$ cat src/rtl/cal_pkg.sv
package cal_pkg;

    typedef enum logic [1:0] {
        MUX_NORMAL = 2'd0,
        MUX_SHORT  = 2'd1,
        MUX_REF    = 2'd2
    } mux_e;

    typedef enum logic [2:0] {
        ST_IDLE,
        ST_OFF_SET,
        ST_OFF_AVG,
        ST_GAIN_SET,
        ST_GAIN_AVG,
        ST_DIV_GO,
        ST_DIV
    } cal_state_e;

    // Input selector setting for each sequencer state; the reference stays
    // applied until the gain division completes and the banks are written.
    function automatic mux_e mux_for(cal_state_e s);
        case (s)
            ST_OFF_SET, ST_OFF_AVG:                    return MUX_SHORT;
            ST_GAIN_SET, ST_GAIN_AVG, ST_DIV_GO, ST_DIV: return MUX_REF;
            default:                                   return MUX_NORMAL;
        endcase
    endfunction

endpackage

$ cat src/rtl/cal_div.sv
module cal_div #(
    parameter int NUM_W = 30,
    parameter int DEN_W = 16,
    parameter int Q_W   = 16
) (
    input  logic             clk,
    input  logic             rst,
    input  logic             clr,
    input  logic             start,
    input  logic [NUM_W-1:0] num,
    input  logic [DEN_W-1:0] den,
    output logic             done,
    output logic [Q_W-1:0]   quo
);
    localparam int SW = $clog2(NUM_W + 1);

    logic [DEN_W:0]   rem;
    logic [NUM_W-1:0] q;
    logic [SW-1:0]    step;
    logic             running;
    logic [DEN_W:0]   rem_sh;
    logic             fits;

    assign rem_sh = {rem[DEN_W-1:0], q[NUM_W-1]};
    assign fits   = (rem_sh >= {1'b0, den});

    always_ff @(posedge clk) begin
        if (rst || clr) begin
            rem     <= '0;
            q       <= '0;
            step    <= '0;
            running <= 1'b0;
            done    <= 1'b0;
        end else begin
            done <= 1'b0;
            if (start) begin
                rem     <= '0;
                q       <= num;
                step    <= '0;
                running <= 1'b1;
            end else if (running) begin
                rem  <= fits ? (rem_sh - {1'b0, den}) : rem_sh;
                q    <= {q[NUM_W-2:0], fits};
                step <= step + 1'b1;
                if (step == SW'(NUM_W - 1)) begin
                    running <= 1'b0;
                    done    <= 1'b1;
                end
            end
        end
    end

    // Quotient clamps to the largest gain code when it does not fit.
    assign quo = (|q[NUM_W-1:Q_W]) ? '1 : q[Q_W-1:0];

    assert_div_runs_R3: assert property (@(posedge clk) disable iff (rst)
        (start && !clr) |=> running);

endmodule

$ cat src/rtl/cal_apply.sv
module cal_apply #(
    parameter int DATA_W    = 16,
    parameter int GAIN_W    = 16,
    parameter int GAIN_FRAC = 14
) (
    input  logic                     clk,
    input  logic                     rst,
    input  logic                     in_vld,
    input  logic signed [DATA_W-1:0] din,
    input  logic signed [DATA_W-1:0] off,
    input  logic [GAIN_W-1:0]        gain,
    output logic signed [DATA_W-1:0] dout,
    output logic                     dout_vld
);
    localparam int PW = DATA_W + GAIN_W + 2;
    localparam logic signed [PW-1:0] MAXV = {{(PW-DATA_W+1){1'b0}}, {(DATA_W-1){1'b1}}};
    localparam logic signed [PW-1:0] MINV = ~MAXV;

    logic signed [DATA_W:0]   diff;
    logic signed [GAIN_W:0]   gain_s;
    logic signed [PW-1:0]     diff_x, gain_x, prod, scl;
    logic signed [DATA_W-1:0] sat;

    always_comb begin
        diff   = {din[DATA_W-1], din} - {off[DATA_W-1], off};
        gain_s = {1'b0, gain};
        diff_x = PW'(diff);
        gain_x = PW'(gain_s);
        prod   = diff_x * gain_x;
        scl    = prod >>> GAIN_FRAC;
        if (scl > MAXV)      sat = MAXV[DATA_W-1:0];
        else if (scl < MINV) sat = MINV[DATA_W-1:0];
        else                 sat = scl[DATA_W-1:0];
    end

    always_ff @(posedge clk) begin
        if (rst) begin
            dout     <= '0;
            dout_vld <= 1'b0;
        end else begin
            dout_vld <= in_vld;
            if (in_vld) dout <= sat;
        end
    end

    assert_out_follows_R5: assert property (@(posedge clk) disable iff (rst)
        dout_vld |-> $past(in_vld));

endmodule

$ cat src/rtl/cal_engine.sv
module cal_engine
    import cal_pkg::*;
#(
    parameter int DATA_W    = 16,
    parameter int GAIN_W    = 16,
    parameter int GAIN_FRAC = 14,
    parameter int SETTLE_N  = 4,
    parameter int AVG_LOG2  = 3,
    parameter int FS_TARGET = 16384
) (
    input  logic                     clk,
    input  logic                     rst,
    input  logic                     mode_bipolar,
    input  logic                     cal_start,
    input  logic                     sync_req,
    input  logic                     stby_req,
    input  logic signed [DATA_W-1:0] din,
    input  logic                     din_vld,
    output logic [1:0]               mux_sel,
    output logic                     busy,
    output logic signed [DATA_W-1:0] dout,
    output logic                     dout_vld
);
    localparam int AVG_N  = 1 << AVG_LOG2;
    localparam int ACC_W  = DATA_W + AVG_LOG2;
    localparam int NUM_W  = DATA_W + GAIN_FRAC;
    localparam int CNT_MX = (SETTLE_N > AVG_N) ? SETTLE_N : AVG_N;
    localparam int CNT_W  = $clog2(CNT_MX + 1);
    localparam logic [NUM_W-1:0] DIV_NUM = NUM_W'(FS_TARGET) << GAIN_FRAC;

    cal_state_e                state;
    logic [CNT_W-1:0]          cnt;
    logic signed [ACC_W-1:0]   acc, acc_sum;
    logic signed [DATA_W-1:0]  avg_val;
    logic                      cal_mode;
    logic signed [DATA_W-1:0]  off_new, gain_avg;
    logic signed [DATA_W-1:0]  off_reg [2];
    logic [GAIN_W-1:0]         gain_reg [2];
    logic                      sync_q, sync_rise, abort;
    logic                      last_settle, last_avg;
    logic signed [DATA_W:0]    span;
    logic [DATA_W-1:0]         div_den;
    logic                      div_done;
    logic [GAIN_W-1:0]         div_quo;

    assign busy      = (state != ST_IDLE);
    assign mux_sel   = mux_for(state);
    assign sync_rise = sync_req & ~sync_q;
    assign abort     = busy & (sync_rise | stby_req);

    assign last_settle = (cnt == CNT_W'(SETTLE_N - 1));
    assign last_avg    = (cnt == CNT_W'(AVG_N - 1));
    assign acc_sum     = acc + ACC_W'(din);
    assign avg_val     = DATA_W'(acc_sum >>> AVG_LOG2);

    // Distance from the offset to the reference average; non-positive spans
    // divide by zero, which the divider turns into the largest gain code.
    assign span    = {gain_avg[DATA_W-1], gain_avg} - {off_new[DATA_W-1], off_new};
    assign div_den = (span > 0) ? span[DATA_W-1:0] : '0;

    always_ff @(posedge clk) begin
        if (rst) begin
            state       <= ST_IDLE;
            cnt         <= '0;
            acc         <= '0;
            cal_mode    <= 1'b0;
            off_new     <= '0;
            gain_avg    <= '0;
            off_reg[0]  <= '0;
            off_reg[1]  <= '0;
            gain_reg[0] <= '0;
            gain_reg[1] <= '0;
            sync_q      <= 1'b0;
        end else begin
            sync_q <= sync_req;
            if (abort) begin
                state <= ST_IDLE;
            end else begin
                case (state)
                    ST_IDLE: if (cal_start && !stby_req) begin
                        state    <= ST_OFF_SET;
                        cal_mode <= mode_bipolar;
                        cnt      <= '0;
                    end
                    ST_OFF_SET, ST_GAIN_SET: if (din_vld) begin
                        if (last_settle) begin
                            state <= (state == ST_OFF_SET) ? ST_OFF_AVG : ST_GAIN_AVG;
                            cnt   <= '0;
                            acc   <= '0;
                        end else begin
                            cnt <= cnt + 1'b1;
                        end
                    end
                    ST_OFF_AVG, ST_GAIN_AVG: if (din_vld) begin
                        if (last_avg) begin
                            cnt <= '0;
                            if (state == ST_OFF_AVG) begin
                                off_new <= avg_val;
                                state   <= ST_GAIN_SET;
                            end else begin
                                gain_avg <= avg_val;
                                state    <= ST_DIV_GO;
                            end
                        end else begin
                            acc <= acc_sum;
                            cnt <= cnt + 1'b1;
                        end
                    end
                    ST_DIV_GO: state <= ST_DIV;
                    ST_DIV: if (div_done) begin
                        off_reg[cal_mode]  <= off_new;
                        gain_reg[cal_mode] <= div_quo;
                        state              <= ST_IDLE;
                    end
                    default: state <= ST_IDLE;
                endcase
            end
        end
    end

    cal_div #(
        .NUM_W (NUM_W),
        .DEN_W (DATA_W),
        .Q_W   (GAIN_W)
    ) u_div (
        .clk   (clk),
        .rst   (rst),
        .clr   (abort),
        .start (state == ST_DIV_GO),
        .num   (DIV_NUM),
        .den   (div_den),
        .done  (div_done),
        .quo   (div_quo)
    );

    cal_apply #(
        .DATA_W    (DATA_W),
        .GAIN_W    (GAIN_W),
        .GAIN_FRAC (GAIN_FRAC)
    ) u_apply (
        .clk      (clk),
        .rst      (rst),
        .in_vld   (din_vld & ~busy),
        .din      (din),
        .off      (off_reg[mode_bipolar]),
        .gain     (gain_reg[mode_bipolar]),
        .dout     (dout),
        .dout_vld (dout_vld)
    );

    assert_enter_short_R2: assert property (@(posedge clk) disable iff (rst)
        $rose(busy) |-> (mux_sel == MUX_SHORT));

    assert_sync_abort_R8: assert property (@(posedge clk) disable iff (rst)
        (busy && sync_req && !sync_q) |=> !busy);

    assert_banks_kept_R8: assert property (@(posedge clk) disable iff (rst)
        abort |=> ($stable(off_reg[0]) && $stable(off_reg[1]) &&
                   $stable(gain_reg[0]) && $stable(gain_reg[1])));

    assert_stby_abort_R9: assert property (@(posedge clk) disable iff (rst)
        (busy && stby_req) |=> !busy);

    assert_stby_blocks_R9: assert property (@(posedge clk) disable iff (rst)
        (!busy && stby_req) |=> !busy);

    assert_quiet_busy_R10: assert property (@(posedge clk) disable iff (rst)
        dout_vld |-> $past(!busy));

endmodule

$ cat config.mk
export PLATFORM = sky130hd
export DESIGN_NAME = cal_engine
export DESIGN_NICKNAME = d
export VERILOG_FILES = /design/src/rtl/cal_pkg.sv /design/src/rtl/cal_div.sv /design/src/rtl/cal_apply.sv /design/src/rtl/cal_engine.sv
export SDC_FILE = /design/constraint.sdc
export NUM_CORES = 1
export LEC_CHECK = 0
export BUFFER_PORTS_ARGS = -buffer_cell sky130_fd_sc_hd__buf_4
export CAP_MARGIN = 20
export CORE_MARGIN = 10
export CORE_UTILIZATION = 53
export CTS_CLUSTER_DIAMETER = 30
export DETAILED_ROUTE_END_ITERATION = 12
export GPL_ROUTABILITY_DRIVEN = 0
export PLACE_DENSITY_LB_ADDON = 0.25
export SLEW_MARGIN = 0
export SYNTH_ARGS = -nofsm -noshare
export SYNTH_HDL_FRONTEND = slang
export SYNTH_SLANG_ARGS = --single-unit
$ cat constraint.sdc
create_clock -name clk -period 23.3 [get_ports clk]
set_input_delay 1.165 -clock clk [delete_from_list [all_inputs] [get_ports clk]]
set_output_delay 1.165 -clock clk [all_outputs]
set_load 0.01 [all_outputs]
-- Yosys cells after proc, flatten, opt, wreduce, memory -nomap -nowiden
Memories as Yosys holds them, arrays and structs flattened.
Cells that the tools add are included.
- bitwise operators: 9
- reductions and logical operators: 24
- $lt $le $gt $ge: 4
- $add $sub $neg: 6
- multiplexer cells: 45
- eq/ne operators: 16
- $mul: 1
- operator list (operator ; number):
    $mux W16 ; 7
    $mux W19 ; 4
    $mux W29 ; 2
    $pmux W19 S2 ; 1
    $mul A17 B17 Y34 ; 1
    $sub A16 B16 Y17 ; 2
    $reduce_or A16 Y1 ; 2
    $mux W3 ; 8
    $gt A20 B16 Y1 const B ; 1
    $lt A20 B16 Y1 const B ; 1
    $mux W4 ; 5
    $add A19 B16 Y19 ; 1
    $ge A17 B16 Y1 ; 1
    $gt A17 B1 Y1 const B ; 1
    $sub A16 B16 Y16 ; 1
    $mux W1 ; 15
    $pmux W3 S5 ; 1
    $reduce_and A5 Y1 ; 3
    $reduce_or A14 Y1 ; 1
    $ne A2 B2 Y1 const B ; 6
    $pmux W4 S3 ; 1
    $reduce_and A6 Y1 ; 2
    $reduce_or A2 Y1 ; 5
    $eq A3 B3 Y1 const B ; 3
    other kinds (21) ; 30
- input bits: 23
- output and inout port bits: 20
- memory bits (writable): 64
- memories: 2
- logic and storage cells: 122
- register bits: 130
- memory list (name ; words ; width ; rd ports ; clocked after Yosys merged registers in ; wr ports ; line ; source):
    gain_reg ; 2 ; 16 ; 1 ; 0 ; 2 ; cal_engine.sv:38 ; logic [GAIN_W-1:0] gain_reg [2];
    off_reg ; 2 ; 16 ; 1 ; 0 ; 2 ; cal_engine.sv:37 ; logic signed [DATA_W-1:0] off_reg [2];

-- Longest topological paths before layout
- word-level depth: 9
- gate-level depth with buffers: 43
- gate-level depth less buffers: 38

-- Hierarchy
Synthesis repeated with hierarchy kept, for this count alone.
- cell total of the unflattened synthesis: 2504
- area, all modules: 22163.8 µm²
- by module, submodules not included (module ; seq. area each (µm²) ; cells an instance ; times used ; area each (µm²)):
    cal_apply ; 340.3 ; 1347 ; 1 ; 11741.3
    cal_engine ; 3123.0 ; 739 ; 1 ; 7064.3
    cal_div ; 1061.0 ; 418 ; 1 ; 3358.2

-- Worst setup path before layout
Ideal clock, no wire load.
- path type: input-to-reg
- from: input port mode_bipolar
- to: register u_apply.dout[10]
- data required time: 23.155 ns
- path buffers: 5
- slack: 12.237 ns
- data arrival time: 10.918 ns
- setup time: 0.145 ns
- stages: 42
- path through: clkbuf_1 > clkbuf_1 > buf_1 > mux2_2 > ha_1 > fa_1 > nand3b_1 > a21boi_1 > o21ai_0 > a21oi_1 > o211ai_1 > a21oi_1 > a2111oi_0 > nor3_2 > nand2_1 > a31o_2 > buf_2 > nand2_1 > [... 6 more ...] > fa_1 > fa_1 > inv_1 > fa_1 > inv_1 > ha_1 > nand3_1 > or3_1 > o31ai_2 > o221a_4 > o31ai_4 > and2b_2 > nand3b_1 > o21ai_0 > o21ai_0 > o21ai_4 > buf_6 > a211oi_2
- longest elaborated chain between the ends: 6
- elaborated cells on any way between the ends: 8
- classes of those cells: add/sub (1); mul (1); order compare (2); mux (2); memory (2)
- ends and longest elaborated chain (what ; line ; source):
    start: declaration ; cal_engine.sv:13 ; input logic mode_bipolar,
    $mem_v2 Z2 W16 ; -- ;
    $sub A16 B16 Y17 ; cal_apply.sv:25 ; diff = {din[DATA_W-1], din} - {off[DATA_W-1], off};
    $mul A17 B17 Y34 * ; cal_apply.sv:29 ; prod = diff_x * gain_x;
    $lt A20 B16 Y1 ; cal_apply.sv:32 ; else if (scl < MINV) sat = MINV[DATA_W-1:0];
    $mux W16 ; cal_apply.sv:32 ;
    $mux W16 * ; cal_apply.sv:31 ; if (scl > MAXV) sat = MAXV[DATA_W-1:0];
    end signal: assignment ; cal_apply.sv:42 ; if (in_vld) dout <= sat;
    end: declaration ; cal_apply.sv:12 ; output logic signed [DATA_W-1:0] dout,
Every way passes the cells marked *; elsewhere a longest branch is shown, timed or not.
A chain may end at the register's enable or synchronous reset.

-- Final worst setup path
- from: input port mode_bipolar
- to: register u_apply.dout[0]
Same word-level chain as after synthesis.

==> metrics.md <==
| Metric | Value |
|---|---|
| Status | `finished, final reports clean` |
| Gr usage total | `0.2165` |
| DR vias/cell | `5.518` |
| Fin cells | `between 2,000 and 3,000` |
| Dpl cells | `between 2,000 and 3,000` |
| RSZ-0062 raised after global routing | `no` |
| Width of the chip | `217.9 um` |
| Commonest non-fill, non-tap cell in the layout | `inv_1` |
| Post-Synthesis Cells | `2,342` |
| Ports | `43` |
| Register Area | `approximately 4500 um^2` |
| EDFF count, synth | `64` |
| Post-synth ARST share | `0` |
| Critical path endpoint category | `flop` |
| Mapped Area | `20,750 um^2` |
| CTS tree | `done` |
| Buffer count from post-CTS setup fixing | `0` |
| Final min period | `roughly 11 ns` |
| Clock-pin slew on the worst setup and hold paths | `~0.09 ns` |
| Clk buf depth | `2` |
| R2r setup slk | `roughly 13 ns` |
| Fin crit share | `0.4880` |
| Core area | `slightly below 40,000 um^2` |
| ANT nets after route | `0` |
| Worst rel slew slack | `0.2277` |
| Initial core utilization | `0.5369` |
| Avg Inst Size Synth | `around 8.9 um^2` |
| Kind of critical path | `primary input to flop` |
| Startpoint Class | `primary input` |
| Main synth FF type | `dfxtp_1` |
| Starting DRC count in detailed routing | `1,078` |
| Routed wire per std cell | `roughly 17 um` |
| Maxcap violations | `0` |
| Dpl hpwl | `39.45 mm` |
| Worst EP required | `about 24 ns` |
| Routed wire length | `~50 mm` |
| Via count | `roughly 16,000` |
| Seq/Total Area, Yosys | `0.2180` |
| Synthesized Nets | `roughly 2,800` |
| Global-route wire length before repair | `82.99 mm` |
| Worst EP arrival | `~12 ns` |
| Area grow syn2layout | `6.868%` |
| Skew-Pair Late Insertion Delay | `~0.47 ns` |
| Synth warn | `0` |
| Die area | `around 47,000 um^2` |
| Initial antenna violation count | `0` |
| Layout cell share with drive strength beyond 1 | `0.06573` |
| FP Rows | `72` |
| CP delay by family, top | `adder cells` |
| Grt total ovfl | `0` |
| H-tree levels | `4` |
| Final setup vio count | `0` |
| Yosys reg bits | `194` |
| Die Ht | `217.9 um` |
| Pins Over Slew Limit | `0` |
| Largest net degree at the start of global routing | `67` |
| Post-synthesis cell type count | `71` |
| Commonest non-fill, non-tap cells in the layout | `398 x inv_1, 344 x nor2_1, 272 x fa_1` |
| CP peak stage delay | `about 0.94 ns` |
| Multi-input gate area | `roughly 14,000 um^2` |
| Post-CTS sizing | `0` |
| Fmax | `a little under 0.09 GHz` |
| Port Buffer Count | `42` |
| # hold bufs at CTS | `0` |
| Class of the worst hold path | `flop to flop` |
| Drt drc | `0` |
| Clock sinks | `between 150 and 200` |
| Vias in the first global route | `roughly 17,000` |
| CTS Buf Count | `17` |
| NumNets Final | `~2,800` |
| N_diodes | `0` |
| Skew final | `between 0.01 and 0.015 ns` |
| Worst-path maximum fanout | `43` |
| Worst-margin pin slew | `roughly 1.2 ns` |
| Fill cells | `roughly 3,400` |
| Most used cell, CP | `fa_1` |
| Root Driver | `clkbuf_16` |
| Hold Vio Cnt, Final | `0` |
| CP max stage cell | `fa_1` |
| First-pass iteration count of the detailed router | `7` |
| Setup TNS | `0 ns` |
| Crit path buffers/inverters | `3` |
through the flow:
step	cell area, um^2	util	worst slack, ns	hold WS [ns]
2_1_floorplan	20750	-	12.24	0.4356
3_3_place_gp	21540	0.5575	11.90	0.4416
3_5_place_dp	21560	0.5579	11.50	0.4469
4_1_cts	22140	0.5729	11.97	0.4569
5_1_grt	22180	0.5738	11.32	0.4764
6_report	22180	0.5738	11.93	0.4566
cell type report:
type | instances | area share
Sequential cell | 194 | 0.2041
Inverter | 399 | 0.06754
Timing Repair Buffer | 63 | 0.02257
Clock buffer | 19 | 0.01997
Tap cell | 518 | 0.02923
Clock inverter | 13 | 0.006263
Multi-Input combinational cell | 1670 | 0.6504
tightest hold or removal path, stage by stage (launching register included):
cell and delay, ns:
dfxtp_1 0.31, nand2_1 0.05, a21oi_1 0.05
worst paths after layout:
| kind | endpoint | startpoint | cells past startpoint |
|---|---|---|---|
| worst min register to register | off_new[3] | off_new[3] | 2 |
| worst min-delay path | off_new[3] | off_new[3] | 2 |
| worst max register to register | u_apply.dout[0] | off_reg[1][0] | 34 |
| worst max-delay path | u_apply.dout[0] | mode_bipolar | 35 |
cell families after synthesis:
logic type,share of synthesized area
flip-flops,0.2180
AND/OR/NAND/NOR,0.1613
multiplexers,0.04329
XOR/XNOR,0.03799
AO/OA/AOI/OAI,0.09177
adder cells (fa/ha/maj),0.3602
buffers and inverters,0.08743
layer usage:
layer | up-vias | wire, um | track usage
met4 | 0 | 1421 | 0.06827
li1 | 7466 | - | -
met1 | 7836 | 21100 | 0.2758
met2 | 470 | 24330 | 0.3727
met5 | - | 0 | 0
met3 | 99 | 2675 | 0.03093
synthesized netlist by cell type (3+ instances only):
cell	number	share of area
inv_1	398	0.072
nor2_1	344	0.062
fa_1	272	0.26
nand2_1	248	0.045
ha_1	159	0.096
dfxtp_1	130	0.13
a21oi_1	95	0.023
mux2i_1	74	0.036
clkbuf_1	66	0.012
edfxtp_1	64	0.093
xnor2_1	62	0.026
o21ai_0	51	0.012
nor3_1	30	0.0072
xor2_1	28	0.012
nand3_1	26	0.0063
nand2b_1	23	0.0069
a21o_1	20	0.0072
nor2b_1	17	0.0051
a22oi_1	15	0.0054
a211oi_2	14	0.0084
a31oi_1	14	0.0042
mux2_2	14	0.0076
nand3b_1	13	0.0047
or2_2	13	0.0039
a211oi_1	12	0.0043
and3_1	12	0.0036
nand4_1	11	0.0033
nor4_1	8	0.0024
buf_1	7	0.0013
o21a_1	7	0.0025
a21boi_0	6	0.0022
o211ai_1	6	0.0022
or3_1	6	0.0018
o21bai_1	5	0.0018
a21boi_1	4	0.0014
buf_2	4	0.00096
maj3_1	4	0.0019
nor3b_1	4	0.0014
o2111ai_1	4	0.0017
or4_1	4	0.0014
a2111oi_0	3	0.0013
a311o_1	3	0.0014
a31o_2	3	0.0013
and2_1	3	0.00090
and4_1	3	0.0013
Power is left out: the tool's default activity adds up to more than one toggle a clock period on the data nets, which glitch-free logic cannot reach.
